==> config.mk <==
export PLATFORM = sky130hd
export DESIGN_NAME = pwr_level_table
export DESIGN_NICKNAME = d
export VERILOG_FILES = /design/src/rtl/ptab_pkg.sv /design/src/rtl/ptab_index.sv /design/src/rtl/ptab_store.sv /design/src/rtl/ptab_tx.sv /design/src/rtl/pwr_level_table.sv
export SDC_FILE = /design/constraint.sdc
export NUM_CORES = 1
export LEC_CHECK = 0
export BUFFER_PORTS_ARGS = -buffer_cell sky130_fd_sc_hd__buf_2
export CORE_MARGIN = 1
export CORE_UTILIZATION = 40
export DETAILED_ROUTE_END_ITERATION = 8
export GPL_ROUTABILITY_DRIVEN = 1
export PLACE_DENSITY = 0.55
export SLEW_MARGIN = 20
export SYNTH_ARGS = -nofsm -noshare
export SYNTH_HDL_FRONTEND = slang
export SYNTH_HIERARCHICAL = 1
export SYNTH_SLANG_ARGS = --single-unit
==> constraint.sdc <==
create_clock -name clk_i -period 5 [get_ports clk_i]
set_input_delay 1.25 -clock clk_i [delete_from_list [all_inputs] [get_ports clk_i]]
set_output_delay 1.25 -clock clk_i [all_outputs]
set_load 0.005 [all_outputs]
==> src/rtl/ptab_pkg.sv <==
package ptab_pkg;
  typedef enum logic [1:0] {
    ACC_NONE = 2'd0,
    ACC_WR   = 2'd1,
    ACC_RD   = 2'd2
  } acc_e;
endpackage

==> src/rtl/ptab_index.sv <==
module ptab_index
  import ptab_pkg::*;
#(
  parameter int DEPTH = 8,
  localparam int IDX_W = $clog2(DEPTH)
) (
  input  logic             clk_i,
  input  logic             rst_ni,
  input  logic             cs_n_i,
  input  logic             start_i,
  input  logic             burst_i,
  input  logic             wr_i,
  input  logic             rd_i,
  output logic [IDX_W-1:0] idx_o,
  output acc_e             acc_o
);
  logic [IDX_W-1:0] idx_q;
  logic             armed_q, burst_q;
  logic [IDX_W-1:0] idx_inc;

  assign idx_inc = (idx_q == IDX_W'(DEPTH - 1)) ? '0 : idx_q + 1'b1;

  always_comb begin
    acc_o = ACC_NONE;
    if (!cs_n_i && armed_q && !start_i) begin
      if (wr_i)      acc_o = ACC_WR;
      else if (rd_i) acc_o = ACC_RD;
    end
  end

  always_ff @(posedge clk_i or negedge rst_ni) begin
    if (!rst_ni) begin
      idx_q   <= '0;
      armed_q <= 1'b0;
      burst_q <= 1'b0;
    end else if (cs_n_i) begin
      idx_q   <= '0;
      armed_q <= 1'b0;
    end else if (start_i) begin
      armed_q <= 1'b1;
      burst_q <= burst_i;
    end else if (acc_o != ACC_NONE) begin
      idx_q <= idx_inc;
      if (!burst_q) armed_q <= 1'b0;
    end
  end

  assign idx_o = idx_q;

  // deselect parks the index at 0
  a_r3_cs_zero: assert property (@(posedge clk_i) disable iff (!rst_ni)
    cs_n_i |=> idx_q == '0);
  // accepted byte steps the index with wrap
  a_r2_step: assert property (@(posedge clk_i) disable iff (!rst_ni)
    (acc_o != ACC_NONE) |=>
      idx_q == (($past(idx_q) == IDX_W'(DEPTH - 1)) ? '0 : $past(idx_q) + 1'b1));
  // single access closes after one byte
  a_r4_single: assert property (@(posedge clk_i) disable iff (!rst_ni)
    (acc_o != ACC_NONE && !burst_q) |=> !armed_q);
  // nothing accepted while deselected
  a_r3_no_acc: assert property (@(posedge clk_i) disable iff (!rst_ni)
    cs_n_i |-> acc_o == ACC_NONE);
endmodule

==> src/rtl/ptab_store.sv <==
module ptab_store
  import ptab_pkg::*;
#(
  parameter int              DEPTH    = 8,
  parameter int              DATA_W   = 8,
  parameter logic [DATA_W-1:0] DEFAULT0 = 8'hC6,
  localparam int             IDX_W    = $clog2(DEPTH)
) (
  input  logic              clk_i,
  input  logic              rst_ni,
  input  acc_e              acc_i,
  input  logic [IDX_W-1:0]  idx_i,
  input  logic [DATA_W-1:0] wr_data_i,
  input  logic              sleep_i,
  input  logic [IDX_W-1:0]  sel_i,
  output logic [DATA_W-1:0] rd_data_o,
  output logic [DATA_W-1:0] sel_entry_o
);
  logic [DATA_W-1:0] tab_q [DEPTH];
  logic [DATA_W-1:0] rd_q;

  for (genvar k = 0; k < DEPTH; k++) begin : g_ent
    logic we;
    assign we = (acc_i == ACC_WR) && (idx_i == IDX_W'(k));
    if (k == 0) begin : g_keep
      always_ff @(posedge clk_i or negedge rst_ni) begin
        if (!rst_ni)  tab_q[k] <= DEFAULT0;
        else if (we)  tab_q[k] <= wr_data_i;
      end
      // entry 0 survives sleep
      a_r8_keep0: assert property (@(posedge clk_i) disable iff (!rst_ni)
        (sleep_i && !we) |=> $stable(tab_q[k]));
    end else begin : g_vol
      always_ff @(posedge clk_i or negedge rst_ni) begin
        if (!rst_ni)       tab_q[k] <= '0;
        else if (sleep_i)  tab_q[k] <= '0;
        else if (we)       tab_q[k] <= wr_data_i;
      end
      // upper entries cleared on sleep
      a_r8_clear: assert property (@(posedge clk_i) disable iff (!rst_ni)
        sleep_i |=> tab_q[k] == '0);
    end
  end

  always_ff @(posedge clk_i or negedge rst_ni) begin
    if (!rst_ni)                rd_q <= '0;
    else if (acc_i == ACC_RD)   rd_q <= tab_q[idx_i];
  end

  assign rd_data_o   = rd_q;
  assign sel_entry_o = tab_q[sel_i];

  // read returns the indexed entry next cycle
  a_r6_read: assert property (@(posedge clk_i) disable iff (!rst_ni)
    (acc_i == ACC_RD) |=> rd_q == $past(tab_q[idx_i]));
  // no read data update without a read
  a_r7_hold: assert property (@(posedge clk_i) disable iff (!rst_ni)
    (acc_i != ACC_RD) |=> $stable(rd_q));
endmodule

==> src/rtl/ptab_tx.sv <==
module ptab_tx #(
  parameter int DATA_W = 8
) (
  input  logic              clk_i,
  input  logic              rst_ni,
  input  logic [DATA_W-1:0] entry_i,
  output logic [DATA_W-1:0] level_o
);
  always_ff @(posedge clk_i or negedge rst_ni) begin
    if (!rst_ni) level_o <= '0;
    else         level_o <= entry_i;
  end
endmodule

==> src/rtl/pwr_level_table.sv <==
module pwr_level_table
  import ptab_pkg::*;
#(
  parameter int                DEPTH    = 8,
  parameter int                DATA_W   = 8,
  parameter logic [DATA_W-1:0] DEFAULT0 = 8'hC6,
  localparam int               IDX_W    = $clog2(DEPTH)
) (
  input  logic              clk_i,
  input  logic              rst_ni,
  input  logic              cs_n_i,
  input  logic              start_i,
  input  logic              burst_i,
  input  logic              wr_i,
  input  logic [DATA_W-1:0] wr_data_i,
  input  logic              rd_i,
  output logic [DATA_W-1:0] rd_data_o,
  input  logic              sleep_i,
  input  logic [IDX_W-1:0]  pa_sel_i,
  output logic [DATA_W-1:0] pa_level_o
);
  logic [IDX_W-1:0]  idx;
  acc_e              acc;
  logic [DATA_W-1:0] sel_entry;

  ptab_index #(.DEPTH(DEPTH)) u_index (
    .clk_i   (clk_i),
    .rst_ni  (rst_ni),
    .cs_n_i  (cs_n_i),
    .start_i (start_i),
    .burst_i (burst_i),
    .wr_i    (wr_i),
    .rd_i    (rd_i),
    .idx_o   (idx),
    .acc_o   (acc)
  );

  ptab_store #(.DEPTH(DEPTH), .DATA_W(DATA_W), .DEFAULT0(DEFAULT0)) u_store (
    .clk_i       (clk_i),
    .rst_ni      (rst_ni),
    .acc_i       (acc),
    .idx_i       (idx),
    .wr_data_i   (wr_data_i),
    .sleep_i     (sleep_i),
    .sel_i       (pa_sel_i),
    .rd_data_o   (rd_data_o),
    .sel_entry_o (sel_entry)
  );

  ptab_tx #(.DATA_W(DATA_W)) u_tx (
    .clk_i   (clk_i),
    .rst_ni  (rst_ni),
    .entry_i (sel_entry),
    .level_o (pa_level_o)
  );

  // transmitter output lags the selected entry by one cycle
  a_r9_follow: assert property (@(posedge clk_i) disable iff (!rst_ni)
    1'b1 |=> pa_level_o == $past(sel_entry));
  // a combined strobe is taken as a write
  a_r7_wr_wins: assert property (@(posedge clk_i) disable iff (!rst_ni)
    (wr_i && rd_i && !cs_n_i) |-> acc != ACC_RD);
endmodule

**Word-level counts from Yosys, hierarchy flattened**

Index checks and enable logic that the tools add are counted.

- Add/sub/neg operators: 1
- Magnitude comparators: 2
- Eq/ne operators: 11
- Mux-type cells: 31
- Bitwise gates (word level): 3
- Reductions and logical operators: 26

Operators with widths:

| cell | number |
|---|---|
| $mux 8 | 18 |
| $bmux 8 s3 | 2 |
| $reduce_bool 2->1 | 9 |
| $eq 3x3->1 const B | 4 |
| $mux 3 | 4 |
| $logic_and 1x1->1 | 10 |
| $ge 4x4->1 const B | 2 |
| $not 3->4 | 2 |
| $eq 3x2->1 const B | 2 |
| $mux 2 | 3 |
| $reduce_and 2->1 | 3 |
| $mux 1 | 4 |
| $add 3x1->3 const B | 1 |
| $eq 3x1->1 const B | 1 |
| $logic_not 3->1 | 1 |
| $ne 3x3->1 const B | 1 |
| $reduce_bool 3->1 | 1 |
| $eq 2x1->1 const B | 1 |
| $eq 2x2->1 const B | 1 |
| $logic_not 1->1 | 2 |
| $ne 2x2->1 const B | 1 |
| $not 1->1 | 1 |

- Bits in registers: 85
- Input port bits: 19
- Output and inout port bits: 16
- Word-level logic and storage cells: 87

**Depth between registers and ports, before layout**

- Word-level depth: 8
- Gate-level depth with buffers: 7
- Mapped depth without buffers: 5

**Hierarchy**

Netlist, hierarchy kept.

Modules (own cells, without submodules):

| module | times used | cells each | area each (sq um) |
|---|---|---|---|
| ptab_store | 1 | 408 | 4177.8 |
| ptab_index | 1 | 27 | 271.5 |
| ptab_tx | 1 | 8 | 200.2 |

**Worst setup path before layout**

No wires, ideal clock.

- Kind: input to register
- Start: input port cs_n_i
- End: register u_store/tab_q[40] (netlist name)
- Setup time: 0.078 ns
- Data arrival time: 2.838 ns
- Data required time: 4.922 ns
- Slack: 2.084 ns
- Stages on the path: 6
- Buffers on the path: 1
- Cell sequence: or3b_4 > nor3b_1 > or3b_2 > clkbuf_1 > o21ai_0 > a21oi_1

- Longest elaborated chain between the ends: 7

RTL lines:

| what | line | RTL |
|---|---|---|
| start: declaration | pwr_level_table.sv:11 | `input logic cs_n_i,` |
| $logic_not 1->1 | ptab_index.sv:25 | `if (!cs_n_i && armed_q && !start_i) begin` |
| $logic_and 1x1->1 (2 in series) | ptab_index.sv:25 |  |
| $mux 2 | ptab_index.sv:25 |  |
| via acc[1] | pwr_level_table.sv:23 | `acc_e acc;` |
| $eq 2x1->1 | ptab_store.sv:24 | `assign we = (acc_i == ACC_WR) && (idx_i == IDX_W'(k));` |
| $logic_and 1x1->1 | ptab_store.sv:24 |  |
| $reduce_bool 2->1 (no line) | -- |  |
| end signal: indexed assignment | ptab_store.sv:37 | `else if (we) tab_q[k] <= wr_data_i;` |
| end: declaration | ptab_store.sv:19 | `logic [DATA_W-1:0] tab_q [DEPTH];` |

The timed path passes the listed nets, and every way through them passes these cells.
A chain may end at the register's enable or synchronous reset.

**Worst setup path in the final report**

- Start: input port cs_n_i
- End: register u_store.rd_q[2], in the netlist u_store/rd_data_o[2]

- Longest elaborated chain between the ends: 5

RTL lines:

| what | line | RTL |
|---|---|---|
| $logic_not 1->1 | ptab_index.sv:25 |  |
| $logic_and 1x1->1 (2 in series) | ptab_index.sv:25 |  |
| $mux 2 | ptab_index.sv:25 |  |
| via acc[1] | pwr_level_table.sv:23 |  |
| $eq 2x2->1 | ptab_store.sv:47 | `else if (acc_i == ACC_RD) rd_q <= tab_q[idx_i];` |
| end signal: assignment | ptab_store.sv:47 |  |
| end: declaration | ptab_store.sv:20 | `logic [DATA_W-1:0] rd_q;` |

The timed path passes the listed nets, and every way through them passes these cells.

==> results_dict.tcl <==
set metrics [dict create \
    synth_edf_count 0 \
    synth_area_um2 4650 \
    crit_start "cs_n_i" \
    worstMarginPinSlew_ns 0.971 \
    root_buffer "clkbuf_16" \
    grt_pass1_wl_um 20600 \
    yosys.area.top_type "dfrtp_1" \
    die_h_um 110 \
    setup_viol 0 \
    path_cells "buf_2 -> or3b_4 -> nor3b_1 -> nand2b_1 -> o41ai_1" \
    grt_max_degree 57 \
    hp-class "flop to flop" \
    die-area_um2 12100 \
    slowest_stage "nand2b_1" \
    post-route-util_pct 44.7 \
    met3_length_um 677 \
    wire_per_inst_um 22.2 \
    ant_nets 0 \
    cts_made_buffers 9 \
    worstSetupStartpointType "primary input" \
    synth_nets 464 \
    critPathCapture "u_store/rd_data_o[2]$_DFFE_PN0N_" \
    cts_tree "done" \
    dpl_cell_area_um2 4790 \
    wirelength_um 13100 \
    ctsResizeCount 0 \
    port_buffers 34 \
    die_width_um 110 \
    synth_area_per_cell_um2 10.5 \
    endpoint_kind "flop" \
    rsz0062_at_grt "false" \
    powerDensity_nw_per_um2 305 \
    drive_above_1_share_pct 21.4 \
    dr.max_layer_used "met4" \
    min_period_ns 3.32 \
    antenna_found_initial 0 \
    vdd_drop_max_mv 0.132 \
    yosys_warnings 6 \
    r2r-start "u_index/armed_q$_DFFE_PN0P_" \
    grt_pass1_vias 3471 \
    skew_ns 0.00526 \
    max_stage_delay_ns 0.63 \
    syn_to_final_growth_pct 9.28 \
    wl_met2_um 6000 \
    final_nets 464 \
    drc 0 \
    postCtsSetupRepairBufs 0 \
    status "completed" \
    critPathKind "primary input to flop" \
    vias 3644 \
    ys_ff_latch 85 \
    fin_crit_sh_pct 66.4 \
    clockBufferDepth 2 \
    worstPathMaxFanout 16 \
    antenna-diode-count 0 \
    finalSetupTns_ns 0 \
    synth_most_common_cell "dfrtp_1" \
    num_io_pins 35 \
    yosysSeqAreaShare_pct 45.9 \
    grt_util_all_layers_pct 23.6 \
    via_per_inst 6.17 \
    fin_cells 591 \
    synthCells 443 \
    synth_common_cells "81 x dfrtp_1, 61 x o21ai_0, 60 x a21oi_1" \
    max_slew_margin_pct 35.0 \
    cts.sinks 85 \
    power_uw 1550 \
    htreeDepth 3 \
    clk_latency_ns 0.34 \
    m1WireLength_um 6260 \
    finalHoldViolations 0 \
    cts_hold_buf 0 \
    reg2reg_to "u_store/rd_data_o[2]$_DFFE_PN0N_" \
    yosys-top-cells-area "dfrtp_1 44%, mux4_1 9.0%, mux2_2 7.8%, o21ai_0 6.6%, a21oi_1 6.5%" \
    cap_viol_max_count 0 \
    path_clk_slew_ns 0.06 \
    synth_top_cell_area_share_pct 43.6 \
    rows 39 \
    coreArea_um2 11400 \
    max_freq_mhz 301 \
    drt_iter0_markers 235 \
    final_cell_area_um2 5080 \
    worstHoldStart "u_store/rd_data_o[1]$_DFFE_PN0N_" \
    worstPathArrival_ns 3.54 \
    synth_cell_type_count 39 \
    async_flop_share_pct 100 \
    initial_core_util_pct 40.9 \
    grt-ovfl-total 0 \
    dp.cells 574 \
    p_leak_uw 0.00218 \
    drv_slew 0 \
    dpl.hpwl_um 7470 \
    gp_congestion 0.779 \
    worstPathRequired_ns 5.22 \
    ys.flop_type "dfrtp_1" \
    r2r_cells 4 \
    rrSetupSlack_ns 2.38 \
    firstDrtPassIters 4 \
]
==> flip-flops by register name, summed over array words and instances, names as in the netlist <==
signal	flops
u_index/armed_q	1
u_index/burst_q	1
u_store/tab_q	64
u_tx/level_o	8
u_index/idx_o	3
u_store/rd_data_o	8
==> cell families after synthesis <==
logic type	count (synthesis)	share of synthesized area [%]
DFF	85	45.9
buffers and inverters	51	5.36
adders and majority gates	2	0.538
and+or+nand+nor	99	11.8
AOI/OAI and AO/OA	148	17.5
muxes	58	18.9
==> final cells by class <==
type	instances	area, um^2
Clock buffer	15	268
Fill cell	1100	6290
Sequential cell	85	2130
Timing Repair Buffer	39	220
Inverter	1	3.75
Multi-Input combinational cell	307	2270
Clock inverter	1	5.00
Tap cell	143	179
==> worst max-delay path: cells and delay by family <==
| kind | cells | cell delay (ns) |
|---|---|---|
| AO/OA/AOI/OAI | 1 | 0.53 |
| buffers and inverters | 1 | 0.14 |
| AND/OR/NAND/NOR | 3 | 1.62 |
==> worst min-delay path by stage <==
stage / end / depth (start not counted)
final: u_store/rd_data_o[1]$_DFFE_PN0N_ / 2
after global routing: u_store/rd_data_o[1]$_DFFE_PN0N_ / 2
after CTS: u_store/rd_data_o[1]$_DFFE_PN0N_ / 2
after detailed placement: u_store/rd_data_o[7]$_DFFE_PN0N_ / 2
after global placement: u_store/rd_data_o[6]$_DFFE_PN0N_ / 2
after floorplan: u_index/burst_q$_DFFE_PN0P_ / 2
==> per-layer routing <==
metal | up-vias | global-route usage (%)
met4 | 0 | 7.71
li1 | 1663 | -
met2 | 114 | 34.6
met5 | - | 0
met1 | 1856 | 35.5
met3 | 11 | 3.20
==> where the power goes <==
part | leakage (uW) | internal (uW) | switching (uW) | total (uW)
clock network | 0.000134 | 364 | 272 | 636
registers | 0.00116 | 730 | 21.2 | 751
logic | 0.000888 | 75.0 | 86.9 | 162
total | 0.00218 | 1170 | 380 | 1550
==> metrics by stage <==
stage               worst slack [ns]  hold WS [ns]
detailed placement              1.19         0.471
floorplan                       2.08         0.464
CTS                             1.52         0.486
finish                          1.68         0.477
global placement                1.29         0.464
global route                    1.35         0.507
==> cells in the final DEF (no fill, tap or decap), drive strengths merged, types with 2 or more instances in the layout <==
cell type  count
a211oi         3
nand2         12
nand2b         5
a22o           5
and2           2
buf           39
o41ai          3
nand3b         3
or3b           2
o22ai          8
mux2          32
o31ai          5
nor2b          9
mux4          16
a21oi         60
dfstp          4
clkbuf        15
o21ai         61
dfrtp         81
nor3b          3
mux2i         10
ha             2
nand3         56
nor2           3
a2111oi        3
Power figures use the tool's default switching activity.
